[src/rtl/edb_pkg.sv]
package edb_pkg;
  localparam int CFG_W      = 32;
  localparam int TMR_W      = 8;
  localparam int FAST_BIT   = 31;
  localparam int QUAL_LSB   = 16;
  localparam int ABORT_LSB  = 8;
  localparam int DROP_LSB   = 0;
  localparam logic [CFG_W-1:0] CFG_MASK  = 32'h80FF_FFFF;
  localparam logic [CFG_W-1:0] CFG_RESET = 32'h0010_2040;

  typedef enum logic [1:0] {
    ST_OFF      = 2'd0,
    ST_PEND_ON  = 2'd1,
    ST_ON       = 2'd2,
    ST_PEND_OFF = 2'd3
  } edbState_t;

  // strobes from control to datapath
  typedef struct packed {
    logic clrCnt;
    logic useLongTick;
  } edbCtrl_t;

  // status from datapath to control
  typedef struct packed {
    logic energy;
    logic levelChange;
    logic qualDone;
    logic abortDone;
    logic dropDone;
  } edbStat_t;
endpackage

[src/rtl/edb_datapath.sv]
module edb_datapath
  import edb_pkg::*;
#(
  parameter int SHORT_PRE_LOG2 = 11,
  parameter int LONG_PRE_LOG2  = 9,
  parameter int SYNC_STAGES    = 2
) (
  input  logic             clk,
  input  logic             rstN,
  input  logic             regWrEn,
  input  logic [CFG_W-1:0] regWrData,
  output logic [CFG_W-1:0] regRdData,
  input  logic             energyRaw,
  input  edbCtrl_t         ctrl,
  output edbStat_t         stat
);
  logic [CFG_W-1:0] cfgQ;
  logic             fastMode;
  logic [TMR_W-1:0] qualLim, abortLim, dropLim;

  always_ff @(posedge clk or negedge rstN) begin
    if (!rstN)        cfgQ <= CFG_RESET;
    else if (regWrEn) cfgQ <= regWrData & CFG_MASK;
  end

  assign regRdData = cfgQ;
  assign fastMode  = cfgQ[FAST_BIT];
  assign qualLim   = cfgQ[QUAL_LSB +: TMR_W];
  assign abortLim  = cfgQ[ABORT_LSB +: TMR_W];
  assign dropLim   = cfgQ[DROP_LSB +: TMR_W];

  // input synchronizer
  logic [SYNC_STAGES-1:0] syncQ;
  logic                   energySync, energyPrev;

  always_ff @(posedge clk or negedge rstN) begin
    if (!rstN) begin
      syncQ      <= '0;
      energyPrev <= 1'b0;
    end else begin
      syncQ      <= {syncQ[SYNC_STAGES-2:0], energyRaw};
      energyPrev <= energySync;
    end
  end
  assign energySync = syncQ[SYNC_STAGES-1];

  // cascaded prescalers
  logic [SHORT_PRE_LOG2-1:0] preShort;
  logic [LONG_PRE_LOG2-1:0]  preLong;
  logic                      shortTick, longTick, unitTick;

  assign shortTick = &preShort;
  assign longTick  = shortTick & (&preLong);
  assign unitTick  = fastMode | (ctrl.useLongTick ? longTick : shortTick);

  always_ff @(posedge clk or negedge rstN) begin
    if (!rstN) begin
      preShort <= '0;
      preLong  <= '0;
    end else if (ctrl.clrCnt) begin
      preShort <= '0;
      preLong  <= '0;
    end else begin
      preShort <= preShort + 1'b1;
      if (shortTick) preLong <= preLong + 1'b1;
    end
  end

  // interval counter, saturating
  logic [TMR_W-1:0] intervalCnt;

  always_ff @(posedge clk or negedge rstN) begin
    if (!rstN)                                intervalCnt <= '0;
    else if (ctrl.clrCnt)                     intervalCnt <= '0;
    else if (unitTick && (intervalCnt != '1)) intervalCnt <= intervalCnt + 1'b1;
  end

  assign stat.energy      = energySync;
  assign stat.levelChange = energySync ^ energyPrev;
  assign stat.qualDone    = intervalCnt >= qualLim;
  assign stat.abortDone   = intervalCnt >= abortLim;
  assign stat.dropDone    = intervalCnt >= dropLim;
endmodule

[src/rtl/edb_ctrl.sv]
module edb_ctrl
  import edb_pkg::*;
(
  input  logic      clk,
  input  logic      rstN,
  input  edbStat_t  stat,
  output edbCtrl_t  ctrl,
  output edbState_t curState,
  output logic      energyOut
);
  edbState_t nextState;

  always_comb begin
    nextState = curState;
    unique case (curState)
      ST_OFF:      if (stat.energy) nextState = ST_PEND_ON;
      ST_PEND_ON: begin
        if (!stat.levelChange) begin
          if (stat.energy && stat.qualDone)        nextState = ST_ON;
          else if (!stat.energy && stat.abortDone) nextState = ST_OFF;
        end
      end
      ST_ON:       if (!stat.energy) nextState = ST_PEND_OFF;
      ST_PEND_OFF: begin
        if (stat.energy)        nextState = ST_ON;
        else if (stat.dropDone) nextState = ST_OFF;
      end
      default:     nextState = ST_OFF;
    endcase
  end

  always_ff @(posedge clk or negedge rstN) begin
    if (!rstN) curState <= ST_OFF;
    else       curState <= nextState;
  end

  assign ctrl.clrCnt      = (nextState != curState) | stat.levelChange;
  assign ctrl.useLongTick = ~stat.energy;
  assign energyOut        = (curState == ST_ON) || (curState == ST_PEND_OFF);
endmodule

[src/rtl/energy_debounce.sv]
module energy_debounce
  import edb_pkg::*;
#(
  parameter int SHORT_PRE_LOG2 = 11,
  parameter int LONG_PRE_LOG2  = 9,
  parameter int SYNC_STAGES    = 2
) (
  input  logic        clk,
  input  logic        rstN,
  input  logic        regWrEn,
  input  logic [31:0] regWrData,
  output logic [31:0] regRdData,
  input  logic        energyRaw,
  output logic        energyOut
);
  edbCtrl_t  ctrl;
  edbStat_t  stat;
  edbState_t curState;
  logic      energySync;

  edb_datapath #(
    .SHORT_PRE_LOG2(SHORT_PRE_LOG2),
    .LONG_PRE_LOG2 (LONG_PRE_LOG2),
    .SYNC_STAGES   (SYNC_STAGES)
  ) i_datapath (
    .clk       (clk),
    .rstN      (rstN),
    .regWrEn   (regWrEn),
    .regWrData (regWrData),
    .regRdData (regRdData),
    .energyRaw (energyRaw),
    .ctrl      (ctrl),
    .stat      (stat)
  );

  edb_ctrl i_ctrl (
    .clk       (clk),
    .rstN      (rstN),
    .stat      (stat),
    .ctrl      (ctrl),
    .curState  (curState),
    .energyOut (energyOut)
  );

  assign energySync = stat.energy;
endmodule

[config.mk]
export PLATFORM = sky130hd
export DESIGN_NAME = energy_debounce
export DESIGN_NICKNAME = d
export VERILOG_FILES = /design/src/rtl/edb_pkg.sv /design/src/rtl/edb_datapath.sv /design/src/rtl/edb_ctrl.sv /design/src/rtl/energy_debounce.sv
export SDC_FILE = /design/constraint.sdc
export NUM_CORES = 1
export LEC_CHECK = 0
export ABC_AREA = 1
export BUFFER_PORTS_ARGS = -buffer_cell sky130_fd_sc_hd__buf_2
export CAP_MARGIN = 10
export CORE_MARGIN = 4
export CORE_UTILIZATION = 37
export DETAILED_ROUTE_END_ITERATION = 16
export PLACE_DENSITY = 0.65
export SLEW_MARGIN = 0
export SYNTH_ARGS = -nofsm -noshare
export SYNTH_HDL_FRONTEND = slang
export SYNTH_SLANG_ARGS = --single-unit
[constraint.sdc]
create_clock -name clk -period 2.2 [get_ports clk]
set_input_delay 0.44 -clock clk [delete_from_list [all_inputs] [get_ports clk]]
set_output_delay 0.44 -clock clk [all_outputs]
set_load 0.01 [all_outputs]
## Word level (Yosys, flattened, before mapping)

Index checks and enable logic that the tools add are counted.

| cells by class | value |
|---|---|
| equality and inequality tests | 5 |
| bitwise gates (word level) | 4 |
| divide/modulo/power cells | 0 |
| multipliers | 0 |
| $lt $le $gt $ge | 3 |
| shift-type cells | 0 |
| multiplexer cells | 14 |
| add/sub/neg operators | 3 |
| reductions and logical operators | 10 |

Operators by type and width:

| cell | number |
|---|---|
| $ge A8 B8 Y1 | 3 |
| $mux W9 | 2 |
| $mux W8 | 2 |
| $mux W2 | 7 |
| $add A11 B1 Y11 const B | 1 |
| $mux W11 | 1 |
| $reduce_and A11 Y1 | 1 |
| $add A9 B1 Y9 const B | 1 |
| $reduce_and A9 Y1 | 1 |
| $add A8 B1 Y8 const B | 1 |
| $ne A8 B8 Y1 const B | 1 |
| $pmux W2 S4 | 1 |
| $eq A2 B2 Y1 const B | 2 |
| $reduce_bool A2 Y1 | 2 |
| $logic_and A1 B1 Y1 | 3 |
| $eq A2 B1 Y1 const B | 1 |
| $logic_not A2 Y1 | 1 |
| $ne A2 B2 Y1 | 1 |
| $or A1 B1 Y1 | 2 |
| $and A1 B1 Y1 | 1 |
| $logic_not A1 Y1 | 1 |
| $logic_or A1 B1 Y1 | 1 |
| $mux W1 | 1 |
| $xor A1 B1 Y1 | 1 |

| word-level totals | value |
|---|---|
| logic and storage cells | 46 |
| register bits | 58 |
| RAM bits | 0 |
| bits in read-only memories | 0 |
| memories | 0 |
| bits in latches | 0 |

## Longest topological paths before layout

| logic depth | value |
|---|---|
| depth in word-level cells | 9 |
| gate-level depth with buffers | 17 |
| mapped depth without buffers | 16 |

## Cells and area by module

A second synthesis with hierarchy kept.

| unflattened totals | value |
|---|---|
| cell total of the unflattened synthesis | 404 |
| area, all modules | 3,364.5 um^2 |

Modules (own cells, without submodules):

| module | times used | cells an instance | area an instance (um^2) |
|---|---|---|---|
| edb_datapath | 1 | 374 | 3,191.8 |
| edb_ctrl | 1 | 30 | 172.7 |

## Least setup slack after synthesis

Ideal clock, no wire load.

| timing path | value |
|---|---|
| path type | flip-flop to flip-flop |
| from | reg i_datapath.cfgQ[6], in the netlist i_datapath.regRdData[6] |
| to | reg i_datapath.intervalCnt[0] |
| slack | 0.227 ns |
| stages on the path, launching flop included | 15 |
| required time | 2.080 ns |
| library setup time | 0.120 ns |
| buffers on the path | 1 |
| arrival time | 1.853 ns |
| path through | dfstp_2 > inv_1 > ha_1 > nand2_1 > nor2_1 > nand4_1 > nand3_1 > nand2_1 > nand2_1 > nand3_1 > nand2_1 > inv_2 > nand2_2 > buf_2 > nor2_1 |

| between the ends | value |
|---|---|
| cells in the longest elaborated chain, start to end | 7 |
| elaborated cells between the ends (all ways) | 8 |
| classes of those cells | 1 x order compare; 1 x eq/ne; 4 x mux; 1 x bitwise; 1 x reduce/logical |

RTL lines:

| what | line | source |
|---|---|---|
| start: declaration | edb_datapath.sv:17 | `logic [CFG_W-1:0] cfgQ;` |
| start signal: assignment | edb_datapath.sv:23 | `else if (regWrEn) cfgQ <= regWrData & CFG_MASK;` |
| $ge A8 B8 Y1 * | edb_datapath.sv:82 | `assign stat.dropDone = intervalCnt >= dropLim;` |
| $mux W2 * | edb_ctrl.sv:26 | `else if (stat.dropDone) nextState = ST_OFF;` |
| $mux W2 * | edb_ctrl.sv:25 | `if (stat.energy) nextState = ST_ON;` |
| $pmux W2 S4 * | edb_ctrl.sv:15 | `unique case (curState)` |
| $ne A2 B2 Y1 * | edb_ctrl.sv:37 | `assign ctrl.clrCnt = (nextState != curState) \| stat.levelChange;` |
| $or A1 B1 Y1 * | edb_ctrl.sv:37 |  |
| $mux W8 / $reduce_bool A2 Y1 (equally long branches) | n/a |  |
| end signal: assignment | edb_datapath.sv:75 | `else if (unitTick && (intervalCnt != '1)) intervalCnt <= intervalCnt + 1'b1;` |
| end: declaration | edb_datapath.sv:70 | `logic [TMR_W-1:0] intervalCnt;` |

Every way passes the cells marked *; elsewhere a longest branch is shown, timed or not.
A chain may end at the register's enable or synchronous reset.

## Worst setup path in the final report

| timing path | value |
|---|---|
| from | reg i_datapath.cfgQ[20], in the netlist i_datapath.regRdData[20] |
| to | reg i_datapath.preShort[4] |

| between the ends | value |
|---|---|
| cells in the longest elaborated chain, start to end | 8 |

RTL lines:

| what | line | source |
|---|---|---|
| $ge A8 B8 Y1 | edb_datapath.sv:80 | `assign stat.qualDone = intervalCnt >= qualLim;` |
| $logic_and A1 B1 Y1 | edb_ctrl.sv:19 | `if (stat.energy && stat.qualDone) nextState = ST_ON;` |
| $mux W2 | edb_ctrl.sv:19 |  |
| $mux W2 | edb_ctrl.sv:18 | `if (!stat.levelChange) begin` |
| $pmux W2 S4 | edb_ctrl.sv:15 |  |
| net i_ctrl.nextState[0] | edb_ctrl.sv:11 | `edbState_t nextState;` |
| $ne A2 B2 Y1 | edb_ctrl.sv:37 |  |
| $or A1 B1 Y1 | edb_ctrl.sv:37 |  |
| $mux W11 | edb_datapath.sv:60 | `end else if (ctrl.clrCnt) begin` |
| end signal: assignment | edb_datapath.sv:64 | `preShort <= preShort + 1'b1;` |
| end: declaration | edb_datapath.sv:48 | `logic [SHORT_PRE_LOG2-1:0] preShort;` |

The timed path passes the listed nets, and every way through them passes these cells.

==> metrics.cfg <==
[timing]
worst_slack_ns=0.174
setup_tns_ns=0
hold_slack_ns=0.110
finalHoldViolCount=0
setup_viol=0
fin_skew_ns=0.00767
fmax_mhz=494
slew_headroom=0.580
period_needed_ns=2.03
slew_viol_final=0
fin_crit_sh=0.921
tightest_slew_ns=0.630

[logic_synthesis]
ys_warn_count=0
synth_seq_cells=58
async_reset_ff_frac=1.00
synthDistinctLibCells=37
synth_edf_count=0
ys.flop_type=dfrtp_1
ys_seq_area_frac=0.439
synth_area_per_cell_um2=8.39
synthCells=395
syn_area_um2=3320

[route]
first_pass_iters=5
routedWlPerCell_um=11.7
routed_wl_um=6700
vias_per_cell=4.58
dr_total_vias=2618
drc=0
dr.first_iter.drc_count=85
drtAntennaViolNets=0

[finish]
multi_input_area_um2=1600
areaGrowthSynthToFinish_pct=21.3
stdcell_count=572
ff_latch_area_um2=1460
drive_above_1_share=0.252
finalInstanceArea_um2=4020
num_antenna_cells=0
fillers=840
fin_nets=523

[die]
die_h_um=103
ios=69
core_um2=8720
die_w_um=103
die_area_um2=10500
initial_utilization=0.380
placementRows=34

[global_route]
gr-total-overflow=0
grt_pass1_wl_um=11500
grt_pass1_vias=2568
antenna_found_initial=0
grt_max_degree=35
gr-usage-all-layers=0.142

[power]
switching_share=0.289
p_int_uw=2140
power_leakage_uw=0.00216
power_switching_uw=870
share_seq_of_total_power=0.408
comb_power_share=0.205
powerDensity_nw_per_um2=748
clockPowerShare=0.387
max-vdd-ir-drop_v=0.000398

[placed_design]
io_buffers=54
dpl.hpwl_um=4920
gp_congestion=0.751
dpl_cell_area_um2=3750
dp.cells=555
dp_slack_ns=0.127

[worst_setup_path]
critPathKind=flip-flop to flip-flop
cp_slowest_stage_delay_ns=0.53
r2r_slack_ns=0.17
crit_family=simple AND/OR/NAND/NOR gates
cp.buffers_inverters=2
cp_max_fo=13
rr_startpoint=i_datapath.regRdData[20]
worst_setup_path_end_kind=flip-flop
path_cells=inv_1, ha_1, nand2_1, nor2_1, nand4_1, nand3_2, nand2_2, nand3_1, nand3_1, nand2_1, nand2_2, buf_12, nor2_1
critPathLaunchType=flip-flop
worst_ep_required_time_ns=2.47
reg2reg_depth=13
r2r_end=i_datapath.preShort[4]
critPathSlowestCell=dfstp_2
cp.arrival_ns=2.30

[clocking]
cts_sinks=58
numCtsBuffers=9
path_clk_slew_ns=0.07
cts-htree-levels=3
clk-insertion-delay-late_ns=0.34
cts_root_buf=clkbuf_8
clk_path_buf_depth=2
cts_tree=yes

[hold_path]
hold_class=input pin to async pin

[run]
drv_cap=0

[outcome]
status=finished clean

## sequential cells by signal (all words and copies together) (netlist names)
register                count
i_ctrl.curState             2
i_datapath.energyPrev       1
i_datapath.intervalCnt      8
i_datapath.preLong          9
i_datapath.preShort        11
i_datapath.regRdData       25
i_datapath.syncQ            2
## logic make-up (layout without fill, tap and decap cells)
group,after synthesis,count (layout),synth area share
xor gates and xnor gates,12,12,0.0317
and+or+nand+nor,178,178,0.254
DFF,58,58,0.439
muxes,3,3,0.0102
AOI/OAI and AO/OA,40,40,0.0653
other,1,7,0.00113
buffers and inverters,75,138,0.0936
adders and majority gates,28,28,0.106
## repair_timing
action	4_1_cts	5_1_grt
hold buffers	0	0
gates resized for setup	0	6
setup endpoints to repair	0	28
buffers inserted	0	1
## per-layer routing
layer | routed length, um | track usage
met2 | 3130 | 0.230
met1 | 3110 | 0.176
met5 | 0 | 0
met4 | 158 | 0.0727
met3 | 300 | 0.0332
## layout make-up
| class | count | area share |
|---|---|---|
| multi-input cells | 268 | 0.398 |
| flip-flops and latches | 58 | 0.362 |
| repair buffers | 62 | 0.0914 |
| inverters | 60 | 0.0560 |
| clock buffers | 12 | 0.0411 |
| well taps | 108 | 0.0336 |
| clock inverters | 4 | 0.0180 |
## metrics by stage
stage / power [uW] / utilization
final: 3010 / 0.461
after global routing: 3200 / 0.461
after detailed placement: 1870 / 0.430
after floorplan: 1620 / -
after CTS: 3050 / 0.457
after global placement: 1850 / 0.430
## worst max-delay path by stage
stage | startpoint | to | slack [ns] | cells after the start
after floorplan | i_datapath.regRdData[6] | i_datapath.intervalCnt[0] | 0.23 | 14
after global placement | i_datapath.regRdData[6] | i_datapath.preLong[4] | 0.17 | 14
after detailed placement | i_datapath.regRdData[6] | i_datapath.preLong[2] | 0.13 | 13
after CTS | i_datapath.regRdData[6] | i_datapath.preShort[4] | 0.11 | 13
after global routing | i_datapath.regRdData[20] | i_datapath.preShort[4] | -0.01 | 13
final | i_datapath.regRdData[20] | i_datapath.preShort[4] | 0.17 | 13
## synth_stat cells, drive strengths merged (2+ instances only)
library cell	count	share of area
clkinv	2	0.0023
nand4	5	0.0094
mux2	3	0.010
xor2	10	0.026
a21oi	8	0.012
o21ai	26	0.039
dfstp	3	0.024
nand3	22	0.040
xnor2	2	0.0053
dfrtp	55	0.42
a21o	2	0.0045
nor3	3	0.0094
nand2	96	0.12
o21a	2	0.0045
ha	28	0.11
inv	58	0.066
clkbuf	4	0.0045
nand3b	3	0.0068
buf	11	0.021
or2	2	0.0038
nor2	46	0.063
## worst reg2reg max path, cell delays in order, from the launching register on
cell and delay [ns]:
dfstp_2 0.53, inv_1 0.05, ha_1 0.27, nand2_1 0.04
nor2_1 0.12, nand4_1 0.13, nand3_2 0.13, nand2_2 0.07
nand3_1 0.09, nand3_1 0.10, nand2_1 0.09, nand2_2 0.09
buf_12 0.16, nor2_1 0.09
## power groups by stage
stage | combinational, uW | sequential (uW) | clock (uW)
final | 616 | 1230 | 1170
after global routing | 712 | 1240 | 1250
after CTS | 624 | 1230 | 1200
after detailed placement | 621 | 1250 | 0
after global placement | 609 | 1240 | 0
after floorplan | 361 | 1260 | 0
## placed cells by master, fill, tap and decap left out, types with 2 or more instances in the layout
master and count:
nand3_2 4, buf_2 54, nor2_4 2, nand4_1 5, or2_1 2, nor2_2 3, a21oi_1 8, ha_1 28
nand3_1 17, nand3b_1 3, dfstp_2 3, bufinv_16 2, o21a_1 2, nand2_1 89, clkbuf_8 12, xor2_1 9
xnor2_1 2, dfrtp_1 55, buf_4 5, clkinv_1 2, nand2_2 3, conb_1 7, nand2_4 4, a21o_1 2
inv_1 48, o21ai_0 26, buf_12 3, inv_2 10, mux2_2 3, nor2_1 40
Power figures use the tool's default switching activity.
